### config.mk
export PLATFORM = sky130hd
export DESIGN_NAME = iap_port
export DESIGN_NICKNAME = d
export VERILOG_FILES = /design/src/rtl/iap_pkg.sv /design/src/rtl/iap_edge.sv /design/src/rtl/iap_access.sv /design/src/rtl/iap_index.sv /design/src/rtl/iap_port.sv
export SDC_FILE = /design/constraint.sdc
export NUM_CORES = 1
export LEC_CHECK = 0
export ABC_AREA = 1
export BUFFER_PORTS_ARGS = -buffer_cell sky130_fd_sc_hd__buf_2
export CAP_MARGIN = 20
export CORE_AREA = 2 2 57 59
export DETAILED_ROUTE_END_ITERATION = 10
export DIE_AREA = 0 0 59 61
export GPL_TIMING_DRIVEN = 0
export PLACE_DENSITY = 0.85
export SYNTH_ARGS = -nofsm -noshare
export SYNTH_HDL_FRONTEND = slang
export SYNTH_SLANG_ARGS = --single-unit
export TNS_END_PERCENT = 10
### constraint.sdc
create_clock -name clk -period 1.44 [get_ports clk]
set_input_delay 0.288 -clock clk [delete_from_list [all_inputs] [get_ports clk]]
set_output_delay 0.288 -clock clk [all_outputs]
set_load 0.01 [all_outputs]
### src/rtl/iap_pkg.sv
package iap_pkg;
  // edge events of the processor read/write strobes
  typedef struct packed {
    logic rd_rise;
    logic rd_fall;
    logic wr_rise;
    logic wr_fall;
  } bus_ev_t;

  // falling edges of the two address-latch strobes
  typedef struct packed {
    logic a_fall;
    logic b_fall;
  } ale_ev_t;
endpackage

### src/rtl/iap_edge.sv
module iap_edge
  import iap_pkg::*;
(
  input  logic    clk,
  input  logic    rst,
  input  logic    cpu_rd,
  input  logic    cpu_wr,
  input  logic    ale_a,
  input  logic    ale_b,
  output bus_ev_t bus_ev,
  output ale_ev_t ale_ev
);
  localparam int N = 4;

  logic [N-1:0] cur;
  logic [N-1:0] prev;
  logic [N-1:0] rise;
  logic [N-1:0] fall;

  assign cur = {ale_b, ale_a, cpu_wr, cpu_rd};

  always_ff @(posedge clk) begin
    if (rst) prev <= '0;
    else     prev <= cur;
  end

  for (genvar g = 0; g < N; g++) begin : g_edge
    assign rise[g] = cur[g] & ~prev[g];
    assign fall[g] = ~cur[g] & prev[g];
  end

  assign bus_ev.rd_rise = rise[0];
  assign bus_ev.rd_fall = fall[0];
  assign bus_ev.wr_rise = rise[1];
  assign bus_ev.wr_fall = fall[1];
  assign ale_ev.a_fall  = fall[2];
  assign ale_ev.b_fall  = fall[3];

  logic unused_rise;
  assign unused_rise = ^rise[3:2];
endmodule

### src/rtl/iap_access.sv
module iap_access
  import iap_pkg::*;
#(
  parameter int W = 8
) (
  input  logic         clk,
  input  logic         rst,
  input  bus_ev_t      bus_ev,
  input  logic         reg_sel,
  input  logic         latch_mode,
  input  logic [W-1:0] bus_din,
  input  logic [W-1:0] idx,
  input  logic [W-1:0] bank_rdata,
  output logic         bank_rd_en,
  output logic         bank_wr_en,
  output logic [W-1:0] bank_wdata,
  output logic [W-1:0] bus_dout,
  output logic         idx_wr,
  output logic         acc_done
);
  logic sel_q;
  logic lead;

  assign lead     = bus_ev.rd_rise | bus_ev.wr_rise;
  assign idx_wr   = bus_ev.wr_rise & ~reg_sel & ~latch_mode;
  assign acc_done = (bus_ev.rd_fall | bus_ev.wr_fall) & sel_q;

  always_ff @(posedge clk) begin
    if (rst) begin
      sel_q      <= 1'b0;
      bank_rd_en <= 1'b0;
      bank_wr_en <= 1'b0;
      bank_wdata <= '0;
      bus_dout   <= '0;
    end else begin
      if (lead) sel_q <= reg_sel;
      bank_wr_en <= bus_ev.wr_rise & reg_sel;
      bank_rd_en <= bus_ev.rd_rise & reg_sel;
      if (bus_ev.wr_rise & reg_sel) bank_wdata <= bus_din;
      if (bus_ev.rd_rise) bus_dout <= reg_sel ? bank_rdata : idx;
    end
  end

  // bank write strobe lasts a single cycle
  a_r4_wr_single: assert property (@(posedge clk) disable iff (rst)
    bank_wr_en |=> !bank_wr_en);
  // bank read strobe lasts a single cycle
  a_r5_rd_single: assert property (@(posedge clk) disable iff (rst)
    bank_rd_en |=> !bank_rd_en);
endmodule

### src/rtl/iap_index.sv
module iap_index
  import iap_pkg::*;
#(
  parameter int          W         = 8,
  parameter int          INC_W     = 4,
  parameter logic [W-1:0] HOLD_ADDR = '0
) (
  input  logic         clk,
  input  logic         rst,
  input  logic         latch_mode,
  input  logic         strobe_sel,
  input  ale_ev_t      ale_ev,
  input  logic [W-1:0] bus_din,
  input  logic         idx_wr,
  input  logic         acc_done,
  output logic [W-1:0] idx
);
  localparam int UP_W = W - INC_W;

  logic             latch_ld;
  logic             bump;
  logic [INC_W-1:0] low_next;

  assign latch_ld = latch_mode & (strobe_sel ? ale_ev.b_fall : ale_ev.a_fall);
  assign bump     = acc_done & (idx != HOLD_ADDR);
  assign low_next = idx[INC_W-1:0] + 1'b1;

  always_ff @(posedge clk) begin
    if (rst)           idx <= '0;
    else if (latch_ld) idx <= bus_din;
    else if (idx_wr)   idx <= bus_din;
    else if (bump)     idx <= {idx[W-1:INC_W], low_next};
  end

  // a strobe capture always lands, even against an increment
  a_r10_latch_wins: assert property (@(posedge clk) disable iff (rst)
    latch_ld |=> idx == $past(bus_din));
  // direct write loads the bus value
  a_r2_direct_load: assert property (@(posedge clk) disable iff (rst)
    idx_wr && !latch_ld |=> idx == $past(bus_din));
  // low bits step by one, upper bits kept
  a_r6_low_step: assert property (@(posedge clk) disable iff (rst)
    acc_done && !latch_ld && !idx_wr && idx != HOLD_ADDR |=>
      idx[INC_W-1:0] == INC_W'($past(idx[INC_W-1:0]) + 1'b1) &&
      idx[W-1:INC_W] == $past(idx[W-1:INC_W]));
  // hold address is never stepped away from
  a_r7_hold_addr: assert property (@(posedge clk) disable iff (rst)
    acc_done && !latch_ld && !idx_wr && idx == HOLD_ADDR |=> idx == HOLD_ADDR);

  logic [UP_W-1:0] unused_up;
  assign unused_up = '0;
endmodule

### src/rtl/iap_port.sv
module iap_port
  import iap_pkg::*;
#(
  parameter int           W         = 8,
  parameter int           INC_W     = 4,
  parameter logic [W-1:0] HOLD_ADDR = '0
) (
  input  logic         clk,
  input  logic         rst,
  input  logic         cfg_latch_mode,
  input  logic         cfg_strobe_sel,
  input  logic         ale_a,
  input  logic         ale_b,
  input  logic         cpu_rd,
  input  logic         cpu_wr,
  input  logic         reg_sel,
  input  logic [W-1:0] bus_din,
  output logic [W-1:0] bus_dout,
  output logic [W-1:0] bank_addr,
  output logic         bank_wr_en,
  output logic [W-1:0] bank_wdata,
  output logic         bank_rd_en,
  input  logic [W-1:0] bank_rdata
);
  bus_ev_t      bus_ev;
  ale_ev_t      ale_ev;
  logic         idx_wr;
  logic         acc_done;
  logic [W-1:0] idx;

  iap_edge u_edge (
    .clk    (clk),
    .rst    (rst),
    .cpu_rd (cpu_rd),
    .cpu_wr (cpu_wr),
    .ale_a  (ale_a),
    .ale_b  (ale_b),
    .bus_ev (bus_ev),
    .ale_ev (ale_ev)
  );

  iap_access #(.W(W)) u_access (
    .clk        (clk),
    .rst        (rst),
    .bus_ev     (bus_ev),
    .reg_sel    (reg_sel),
    .latch_mode (cfg_latch_mode),
    .bus_din    (bus_din),
    .idx        (idx),
    .bank_rdata (bank_rdata),
    .bank_rd_en (bank_rd_en),
    .bank_wr_en (bank_wr_en),
    .bank_wdata (bank_wdata),
    .bus_dout   (bus_dout),
    .idx_wr     (idx_wr),
    .acc_done   (acc_done)
  );

  iap_index #(.W(W), .INC_W(INC_W), .HOLD_ADDR(HOLD_ADDR)) u_index (
    .clk        (clk),
    .rst        (rst),
    .latch_mode (cfg_latch_mode),
    .strobe_sel (cfg_strobe_sel),
    .ale_ev     (ale_ev),
    .bus_din    (bus_din),
    .idx_wr     (idx_wr),
    .acc_done   (acc_done),
    .idx        (idx)
  );

  assign bank_addr = idx;
endmodule

==> results of run 1 <==
power breakdown:
group / total [W] / switching [W] / internal (W)
Clock: 0.000515 / 0.000289 / 0.000226
Combinational: 0.000334 / 0.000199 / 0.000136
Sequential: 0.000956 / 0.0000429 / 0.000913
stage by stage:
| step | total power [W] | setup slack (ns) | utilization | instances |
|---|---|---|---|---|
| after floorplan | 0.00118 | 0.146 | - | 185 |
| after global placement | 0.00130 | 0.0769 | 0.563 | 266 |
| after detailed placement | 0.00131 | 0.0240 | 0.563 | 266 |
| after CTS | 0.00181 | 0.0556 | 0.583 | 273 |
| after global routing | 0.00191 | 0.00577 | 0.585 | 273 |
| final | 0.00181 | 0.124 | 0.585 | 273 |
state kept, by name (all words and copies together), names as in the netlist:
register,flops
u_access.bus_dout,8
u_access.sel_q,1
u_edge.prev,4
u_access.bank_wdata,8
u_access.bank_rd_en,1
u_access.bank_wr_en,1
u_index.idx,8
tightest hold or removal path: cells and delay by family:
kind,cells,cell delay (ns)
and+or+nand+nor,1,0.07
buffers and inverters,2,0.12
layout by cell type, fill, tap and decap left out, drive strengths merged:
| cell | n |
|---|---|
| a211oi | 2 |
| a21oi | 27 |
| buf | 52 |
| clkbuf | 8 |
| clkinv | 2 |
| dfxtp | 31 |
| ha | 2 |
| inv | 21 |
| nand2 | 39 |
| nand3 | 23 |
| nor2 | 17 |
| nor3 | 2 |
| o21ai | 11 |
| o21bai | 1 |
| xor2 | 2 |
path summary, 6_finish.rpt:
path	endpoint	start	slack (ns)	cells after the start
worst max-delay path	u_index.idx[2]$_SDFFE_PP0P_	u_index.idx[0]$_SDFFE_PP0P_	0.12	10
worst max register to register	u_index.idx[2]$_SDFFE_PP0P_	u_index.idx[0]$_SDFFE_PP0P_	0.12	10
worst min register to register	u_access.bank_wdata[6]$_SDFFE_PP0P_	u_access.bank_wdata[6]$_SDFFE_PP0P_	0.46	2
worst min-delay path	u_edge.prev[3]$_SDFF_PP0_	ale_b	0.17	3
timing repair:
action | CTS | global route
setup endpoints to repair | 1 | 3
pin swaps | 0 | 0
resized for setup | 1 | 3
cells by family after synthesis:
logic type / synth area share
and+or+nand+nor: 0.255
AOI/OAI and AO/OA: 0.175
DFF: 0.449
buffers and inverters: 0.0897
xor gates and xnor gates: 0.0127
adders and majority gates: 0.0181
routing by layer:
metal  share of wire  track usage
met3           0.072       0.0704
met1            0.43        0.240
met2            0.49        0.356
met5               0            0
met4           0.012       0.0714
cell type report:
cell class | count | share of cell area
Buffer | 6 | 0.0239
Clock inverter | 1 | 0.00290
Clock buffer | 6 | 0.0297
Inverter | 22 | 0.0478
Multi-Input combinational cell | 126 | 0.370
Timing Repair Buffer | 48 | 0.139
Tap cell | 33 | 0.0239
Sequential cell | 31 | 0.362
==> run_results.csv, run 1 <==
group,metric,value,unit
synthesis,yosysMostFrequentCell,"nand2_1",
cells_and_area,area_delta_synth_final,25.0,%
timing,fmax,0.760,GHz
outcome,status,"finished, final reports clean",
power_and_ir_drop,power_density,1050,nW/um^2
place,dpl_cell_area,1660,um^2
floorplanning,chipWidth,59,um
critical_path,cp_max_fo,6,
global_routing,grt_max_degree,11,
critical_path,path_buf_inv,2,
routing,drt_iter0_markers,39,
critical_path,start_kind,"register",
synthesis,synth_edf_count,0,
timing,fin_setup_tns,0,ns
timing,finalMaxSlewViolations,0,
routing,vias_per_cell,5.11,
power_and_ir_drop,vdd_drop_max,0.000637,V
global_routing,antenna_found_initial,0,
timing,worstMarginPinSlew,0.510,ns
cells_and_area,insertedDiodeCount,0,
cells_and_area,regArea,626,um^2
synthesis,synth_top_area_frac,0.449,
synthesis,synthTopCellsByArea,"dfxtp_1 (45%), nand2_1 (10%), a21oi_1 (9.1%), nand3_1 (8.3%), inv_1 (5.2%)",
critical_path,slowest_delay,0.39,ns
clocking,clock_sinks,31,
routing,routed_wl,3390,um
critical_path,crit_top_cell,"nand2_1",
critical_path,crit_chain,"inv_1, ha_1, nand2_1, nor2_1, nand2_1, nand2_2, nand3_1, nand3_1, nand2_1, inv_1",
floorplanning,coreArea,2950,um^2
clocking,post_cts_buffers,0,
cells_and_area,design_area,1730,um^2
synthesis,synth_cell_types,22,
global_routing,grt_pass1_vias,1277,
timing,period_minus_slack,1.32,ns
place,port_buffers,48,
flow_run,cap_violations,0,
routing,drc,0,
synthesis,syn_inst,185,
synthesis,syn_area,1380,um^2
synthesis,synth.largest_area_cell,"dfxtp_1",
clocking,cts_tree,"done",
routing,ant_nets,0,
critical_path,crit_required,1.69,ns
critical_path,worstPathArrival,1.56,ns
hold_path,hp-class,"input pin to register",
synthesis,yosysWarnings,0,
cells_and_area,multi_input_area,639,um^2
critical_path,crit_type,"register to register",
timing,whs,0.167,ns
clocking,cts_root_buffer,"clkbuf_4",
cells_and_area,drive_gt1_frac,0.304,
clocking,cts_made_buffers,5,
critical_path,endpoint_kind,"register",
floorplanning,rows,20,
synthesis,async_flop_share,0,
clocking,clkTransAtPathRegs,0.09,ns
floorplanning,io_pins,51,
synthesis,syn_nets,212,
timing,rsz0062_at_grt,"no",
clocking,hold_buffers,0,
global_routing,gr-total-overflow,0,
global_routing,grt_pass1_wl,5450,um
timing,slew_headroom,0.660,
place,dp_hpwl,2480,um
floorplanning,dieArea,3600,um^2
cells_and_area,nets,267,
global_routing,grt_usage,0.206,
critical_path,crit_slowest_cell,"dfxtp_4",
routing,route.detailed.wl_per_inst,12.4,um
timing,post-route-period-util,0.914,
synthesis,ys_ff_latch,31,
cells_and_area,fill_cells,308,
routing,routed-via-count,1396,
synthesis,synthFlopType,"dfxtp_1",
synthesis,yosysSeqAreaShare,0.449,
clocking,clk_latency,0.34,ns
routing,first_pass_iters,4,
synthesis,syn_avg_cell_area,7.47,um^2
timing,hold_viol,0,
clocking,ctsHtreeMaxLevel,2,
timing,skew,0.00499,ns
timing,setup_violations,0,
floorplanning,initial_core_util,0.468,
power_and_ir_drop,power_leakage,0.888,nW
floorplanning,fp.dieH,61,um
critical_path,crit_family,"simple AND/OR/NAND/NOR gates",
clocking,clock_path_buffers,2,
place,gp_congestion,0.801,
synthesis,synth_commonest_cells,"nand2_1 (37), dfxtp_1 (31), a21oi_1 (25)",
(Power assumes the default switching activity.)
==> run 2: changes to the inputs <==
Settings changed: ABC_AREA 1 to unset, PLACE_DENSITY 0.85 to 0.83.
==> run_results.csv, run 2 <==
group,metric,value,unit
cells_and_area,final_common_cell,"buf_2",
floorplanning,dieArea,3600,um^2
timing,hold_viol,0,
global_routing,grt_pass1_wl,5040,um
timing,fmax,0.573,GHz
critical_path,crit_required,1.70,ns
synthesis,syn_nets,169,
cells_and_area,design_area,1740,um^2
place,port_buffers,50,
place,place_inst,225,
power_and_ir_drop,power_leakage,0.811,nW
global_routing,grt_usage,0.193,
hold_path,worstHoldPathCells,2,
cells_and_area,instances_no_fill,236,
synthesis,syn_avg_cell_area,9.31,um^2
critical_path,crit_slowest_cell,"or4_1",
clocking,cts_root_buffer,"clkbuf_4",
timing,worstMarginPinSlew,0.516,ns
clocking,clock_path_buffers,2,
routing,drc,0,
critical_path,rrSetupSlack,-0.31,ns
synthesis,syn_area,1320,um^2
synthesis,synth_commonest_cells,"dfxtp_1 (31), nor2_1 (18), mux2i_1 (12)",
clocking,clock_sinks,31,
clocking,clk_latency,0.34,ns
synthesis,synth.largest_area_cell,"dfxtp_1",
floorplanning,rows,20,
critical_path,crit_chain,"inv_4, ha_4, or4b_4, nor4_4, buf_4, or4_1, a311oi_2",
synthesis,synth_top_area_frac,0.469,
synthesis,synth_edf_count,0,
timing,skew,0.0122,ns
clocking,ctsHtreeMaxLevel,2,
critical_path,path_buf_inv,2,
synthesis,synthTopCellsByArea,"dfxtp_1 (47%), mux2i_1 (9.1%), nor2_1 (5.1%), a211oi_1 (4.5%), nor2b_1 (3.8%)",
cells_and_area,area_delta_synth_final,31.9,%
synthesis,yosysMostFrequentCell,"dfxtp_1",
critical_path,crit_cells,7,
critical_path,crit_type,"register to register",
synthesis,yosysWarnings,0,
clocking,cts_made_buffers,5,
cells_and_area,multi_input_area,677,um^2
cells_and_area,regArea,628,um^2
timing,fin_ws,-0.306,ns
critical_path,slowest_delay,0.52,ns
critical_path,endpoint_kind,"register",
critical_path,cp_max_fo,6,
outcome,violations,"setup timing",
power_and_ir_drop,power_density,1030,nW/um^2
timing,finalMaxSlewViolations,0,
floorplanning,coreArea,2950,um^2
critical_path,worstPathArrival,2.00,ns
cells_and_area,top_regs,"u_access.bank_wdata x8, u_access.bus_dout x8, u_index.idx x8",
power_and_ir_drop,vdd_drop_max,0.000423,V
cells_and_area,fill_cells,243,
place,dp_hpwl,2340,um
timing,whs,0.144,ns
timing,post-route-period-util,1.21,
routing,drt_iter0_markers,57,
synthesis,async_flop_share,0,
routing,route.detailed.wl_per_inst,13.9,um
clocking,hold_buffers,0,
clocking,cts_tree,"done",
floorplanning,fp.dieH,61,um
cells_and_area,nets,230,
place,dpl_cell_area,1620,um^2
synthesis,syn_inst,142,
timing,rsz0062_at_grt,"yes",
synthesis,yosysSeqAreaShare,0.469,
outcome,status,"finished with violations",
place,gp_congestion,0.761,
cells_and_area,insertedDiodeCount,0,
timing,setup_violations,4,
synthesis,ys_ff_latch,31,
critical_path,start_kind,"register",
flow_run,cap_violations,0,
timing,period_minus_slack,1.75,ns
critical_path,crit_family,"simple AND/OR/NAND/NOR gates",
synthesis,synthFlopType,"dfxtp_1",
global_routing,antenna_found_initial,0,
floorplanning,io_pins,51,
global_routing,grt_max_degree,11,
cells_and_area,drive_gt1_frac,0.394,
routing,routed_wl,3280,um
floorplanning,chipWidth,59,um
cells_and_area,final_cell_mix,"buf_2 (52), dfxtp_1 (29), nor2_1 (18)",
routing,first_pass_iters,4,
clocking,clkTransAtPathRegs,0.10,ns
synthesis,synth_cell_types,31,
routing,vias_per_cell,5.35,
global_routing,grt_pass1_vias,1149,
global_routing,gr-total-overflow,0,
timing,fin_setup_tns,-0.893,ns
timing,slew_headroom,0.656,
routing,routed-via-count,1262,
floorplanning,initial_core_util,0.448,
critical_path,rr_worst_depth,7,
hold_path,hp-class,"input pin to register",
routing,ant_nets,0,
run 2: changes by cell type after synthesis, moves of 4 or more:
cell	previous run	this run
o21ai_0	11	3
clkbuf_1	1	5
a211oi_1	0	8
nand3_1	23	8
a21oi_1	25	9
nand2_1	37	11
nor2b_1	0	8
inv_1	19	4
mux2i_1	0	12
run 2: final timing paths:
check                                                          from                             endpoint
worst min-delay path                                            rst            u_edge.prev[0]$_SDFF_PP0_
worst max register to register          u_index.idx[1]$_SDFFE_PP0P_          u_index.idx[2]$_SDFFE_PP0P_
worst max-delay path                    u_index.idx[1]$_SDFFE_PP0P_          u_index.idx[2]$_SDFFE_PP0P_
worst min register to register  u_access.bank_wdata[5]$_SDFFE_PP0P_  u_access.bank_wdata[5]$_SDFFE_PP0P_
run 2: layout make-up:
cell class              instances  share of cell area
plain buffers                   9              0.0251
clock buffers                   6              0.0294
clock inverters                 1             0.00287
inverters                       4              0.0100
multi-input cells              98               0.388
flip-flops and latches         31               0.360
well taps                      33              0.0237
repair buffers                 54               0.161
run 2: worst register-to-register path, stage by stage (launching register included):
cell	delay (ns)
dfxtp_4	0.37
inv_4	0.04
ha_4	0.14
or4b_4	0.20
nor4_4	0.03
buf_4	0.16
or4_1	0.52
a311oi_2	0.20
run 2: cell families after synthesis:
logic type               synth area share
flip-flops                          0.469
AND/OR/NAND/NOR                     0.232
multiplexers                       0.0908
buffers and inverters              0.0388
AO/OA/AOI/OAI                       0.150
adder cells (fa/ha/maj)            0.0189
run 2: where the power goes:
part           internal, W  switching (W)  total (W)
combinational     0.000159       0.000179   0.000338
sequential        0.000907      0.0000349   0.000942
clock             0.000226       0.000295   0.000520
run 2: what timing repair did:
action / CTS / global route
buffers inserted: 3 / 1
resized for setup: 5 / 7
endpoints found under the setup margin: 9 / 6
pin swaps: 1 / 4
run 2: through the flow:
step	total power, W	utilization	setup slack, ns
2_1_floorplan	0.00114	-	-0.196
3_3_place_gp	0.00125	0.548	-0.271
3_5_place_dp	0.00126	0.548	-0.313
4_1_cts	0.00178	0.581	-0.329
5_1_grt	0.00188	0.591	-0.373
6_report	0.00180	0.591	-0.306
run 2: routing by layer:
metal  routed length, um  global-route usage
met2                1660               0.357
met4                  76               0.117
met3                 171              0.0405
met5                   0                   0
met1                1380               0.201
==> run 3: changes to the inputs <==
==> constraint.sdc (replaced) <==
create_clock -name clk -period 1.44 [get_ports clk]
set_input_delay 0 -clock clk [delete_from_list [all_inputs] [get_ports clk]]
set_output_delay 0 -clock clk [all_outputs]
set_load 0.01 [all_outputs]
==> run_results.csv, run 3 (same netlist as run 2, synthesis figures left out) <==
group,metric,value,unit
place,dpl_cell_area,1620,um^2
routing,routed-via-count,1326,
routing,ant_nets,0,
cells_and_area,top_regs,"u_access.bank_wdata x8, u_access.bus_dout x8, u_index.idx x8",
floorplanning,dieArea,3600,um^2
timing,skew,0.00795,ns
global_routing,busiest_layer,"met2",
floorplanning,chipWidth,59,um
critical_path,cp_max_fo,6,
critical_path,start_kind,"register",
cells_and_area,final_cell_mix,"buf_2 (52), dfxtp_1 (29), nor2_1 (18)",
floorplanning,rows,20,
critical_path,rrSetupSlack,-0.30,ns
power_and_ir_drop,vdd_drop_max,0.000420,V
cells_and_area,fill_cells,225,
routing,drt_iter0_markers,89,
critical_path,endpoint_kind,"register",
global_routing,grt_usage,0.213,
floorplanning,initial_core_util,0.448,
clocking,clock_path_buffers,2,
timing,fin_ws,-0.296,ns
hold_path,hp-class,"input pin to register",
clocking,cts_made_buffers,5,
floorplanning,fp.dieH,61,um
routing,routed_wl,3630,um
place,dp_slack,-0.313,ns
clocking,cts_tree,"done",
power_and_ir_drop,power_density,972,nW/um^2
cells_and_area,drive_gt1_frac,0.375,
global_routing,grtUsageMet2,0.389,
place,gp_congestion,0.761,
place,port_buffers,50,
power_and_ir_drop,power_leakage,0.870,nW
hold_path,hold_path_end,"u_access.bus_dout[5]$_SDFFE_PP0P_",
clocking,clock_sinks,31,
global_routing,grt_pass1_vias,1247,
routing,drc,0,
global_routing,gr-total-overflow,0,
hold_path,worstHoldPathCells,3,
timing,hold_viol,0,
timing,post-route-period-util,1.21,
critical_path,rr_startpoint,"u_index.idx[1]$_SDFFE_PP0P_",
global_routing,antenna_found_initial,0,
power_and_ir_drop,total_power,0.00182,W
cells_and_area,nets,243,
timing,slew_headroom,0.657,
timing,worstMarginPinSlew,0.515,ns
floorplanning,io_pins,51,
floorplanning,coreArea,2950,um^2
cells_and_area,area_delta_synth_final,41.8,%
timing,finalMaxSlewViolations,0,
critical_path,rr_worst_depth,7,
cells_and_area,final_common_cell,"buf_2",
timing,rsz0062_at_grt,"yes",
critical_path,worstPathArrival,1.98,ns
global_routing,grt_pass1_wl,5570,um
outcome,status,"finished with violations",
timing,setup_violations,4,
critical_path,crit_type,"register to register",
clocking,clkTransAtPathRegs,0.09,ns
routing,vias_per_cell,5.33,
flow_run,cap_violations,0,
timing,fmax,0.576,GHz
outcome,violations,"setup timing",
clocking,ctsHtreeMaxLevel,2,
cells_and_area,regArea,628,um^2
cells_and_area,multi_input_area,677,um^2
routing,route.detailed.wl_per_inst,14.6,um
critical_path,r2r-end,"u_index.idx[2]$_SDFFE_PP0P_",
critical_path,crit_required,1.69,ns
cells_and_area,insertedDiodeCount,0,
place,dp_hpwl,2340,um
clocking,cts_root_buffer,"clkbuf_4",
hold_path,min_from,"bank_rdata[5]",
cells_and_area,final_core_util,0.635,
routing,first_pass_iters,4,
clocking,clk_latency,0.33,ns
global_routing,grt_max_degree,11,
timing,period_minus_slack,1.74,ns
global_routing,use_met3,0.0469,
cells_and_area,design_area,1880,um^2
global_routing,gr-usage-met1,0.215,
-- run 3: worst max path at each step --
stage                                start                           to  cells past startpoint
5_1_grt        u_index.idx[1]$_SDFFE_PP0P_  u_index.idx[0]$_SDFFE_PP0P_                      7
2_1_floorplan  u_index.idx[0]$_SDFFE_PP0P_  u_index.idx[0]$_SDFFE_PP0P_                      6
3_5_place_dp   u_index.idx[0]$_SDFFE_PP0P_  u_index.idx[2]$_SDFFE_PP0P_                      6
3_3_place_gp   u_index.idx[0]$_SDFFE_PP0P_  u_index.idx[0]$_SDFFE_PP0P_                      6
6_report       u_index.idx[1]$_SDFFE_PP0P_  u_index.idx[2]$_SDFFE_PP0P_                      7
4_1_cts        u_index.idx[0]$_SDFFE_PP0P_  u_index.idx[0]$_SDFFE_PP0P_                      7
-- run 3: final cells by class --
class                   count  share of cell area
clock inverters             1             0.00267
flip-flops and latches     31               0.335
repair buffers             67               0.219
multi-input cells          98               0.361
well taps                  33              0.0220
clock buffers               6              0.0274
inverters                   4             0.00934
plain buffers               9              0.0240
-- run 3: worst max-delay path: stages, from the launching register on --
cell and delay [ns]:
dfxtp_4 0.37, inv_4 0.03, ha_4 0.14, or4b_4 0.20, nor4_4 0.03, buf_4 0.16
or4_1 0.52, a311oi_2 0.20
-- run 3: where the power goes --
group          internal (W)  total (W)  switching (W)
registers          0.000907   0.000943      0.0000359
clock network      0.000226   0.000513       0.000287
logic              0.000181   0.000368       0.000187
-- run 3: metrics by stage --
| step | std cells | hold WS, ns | TNS (ns) |
|---|---|---|---|
| final | 249 | 0.0122 | -0.815 |
| after global routing | 249 | 0.0162 | -1.38 |
| after CTS | 248 | 0.00784 | -0.962 |
| after detailed placement | 225 | 0.206 | -1.25 |
| after global placement | 225 | 0.194 | -0.933 |
| after floorplan | 142 | 0.0794 | -0.558 |
-- run 3: what timing repair did --
| item | in CTS | in global routing |
|---|---|---|
| setup endpoints to repair | 9 | 12 |
| gates resized for setup | 5 | 8 |
| hold endpoints to repair | 19 | 0 |
| setup buffers | 3 | 1 |
| hold buffers | 13 | 0 |
| pin swaps | 1 | 4 |
-- run 3: layer usage --
layer / vias up / wire [um]
li1: 648 / -
met1: 612 / 1440
met2: 56 / 1910
met3: 10 / 190
met4: 0 / 91
met5: - / 0
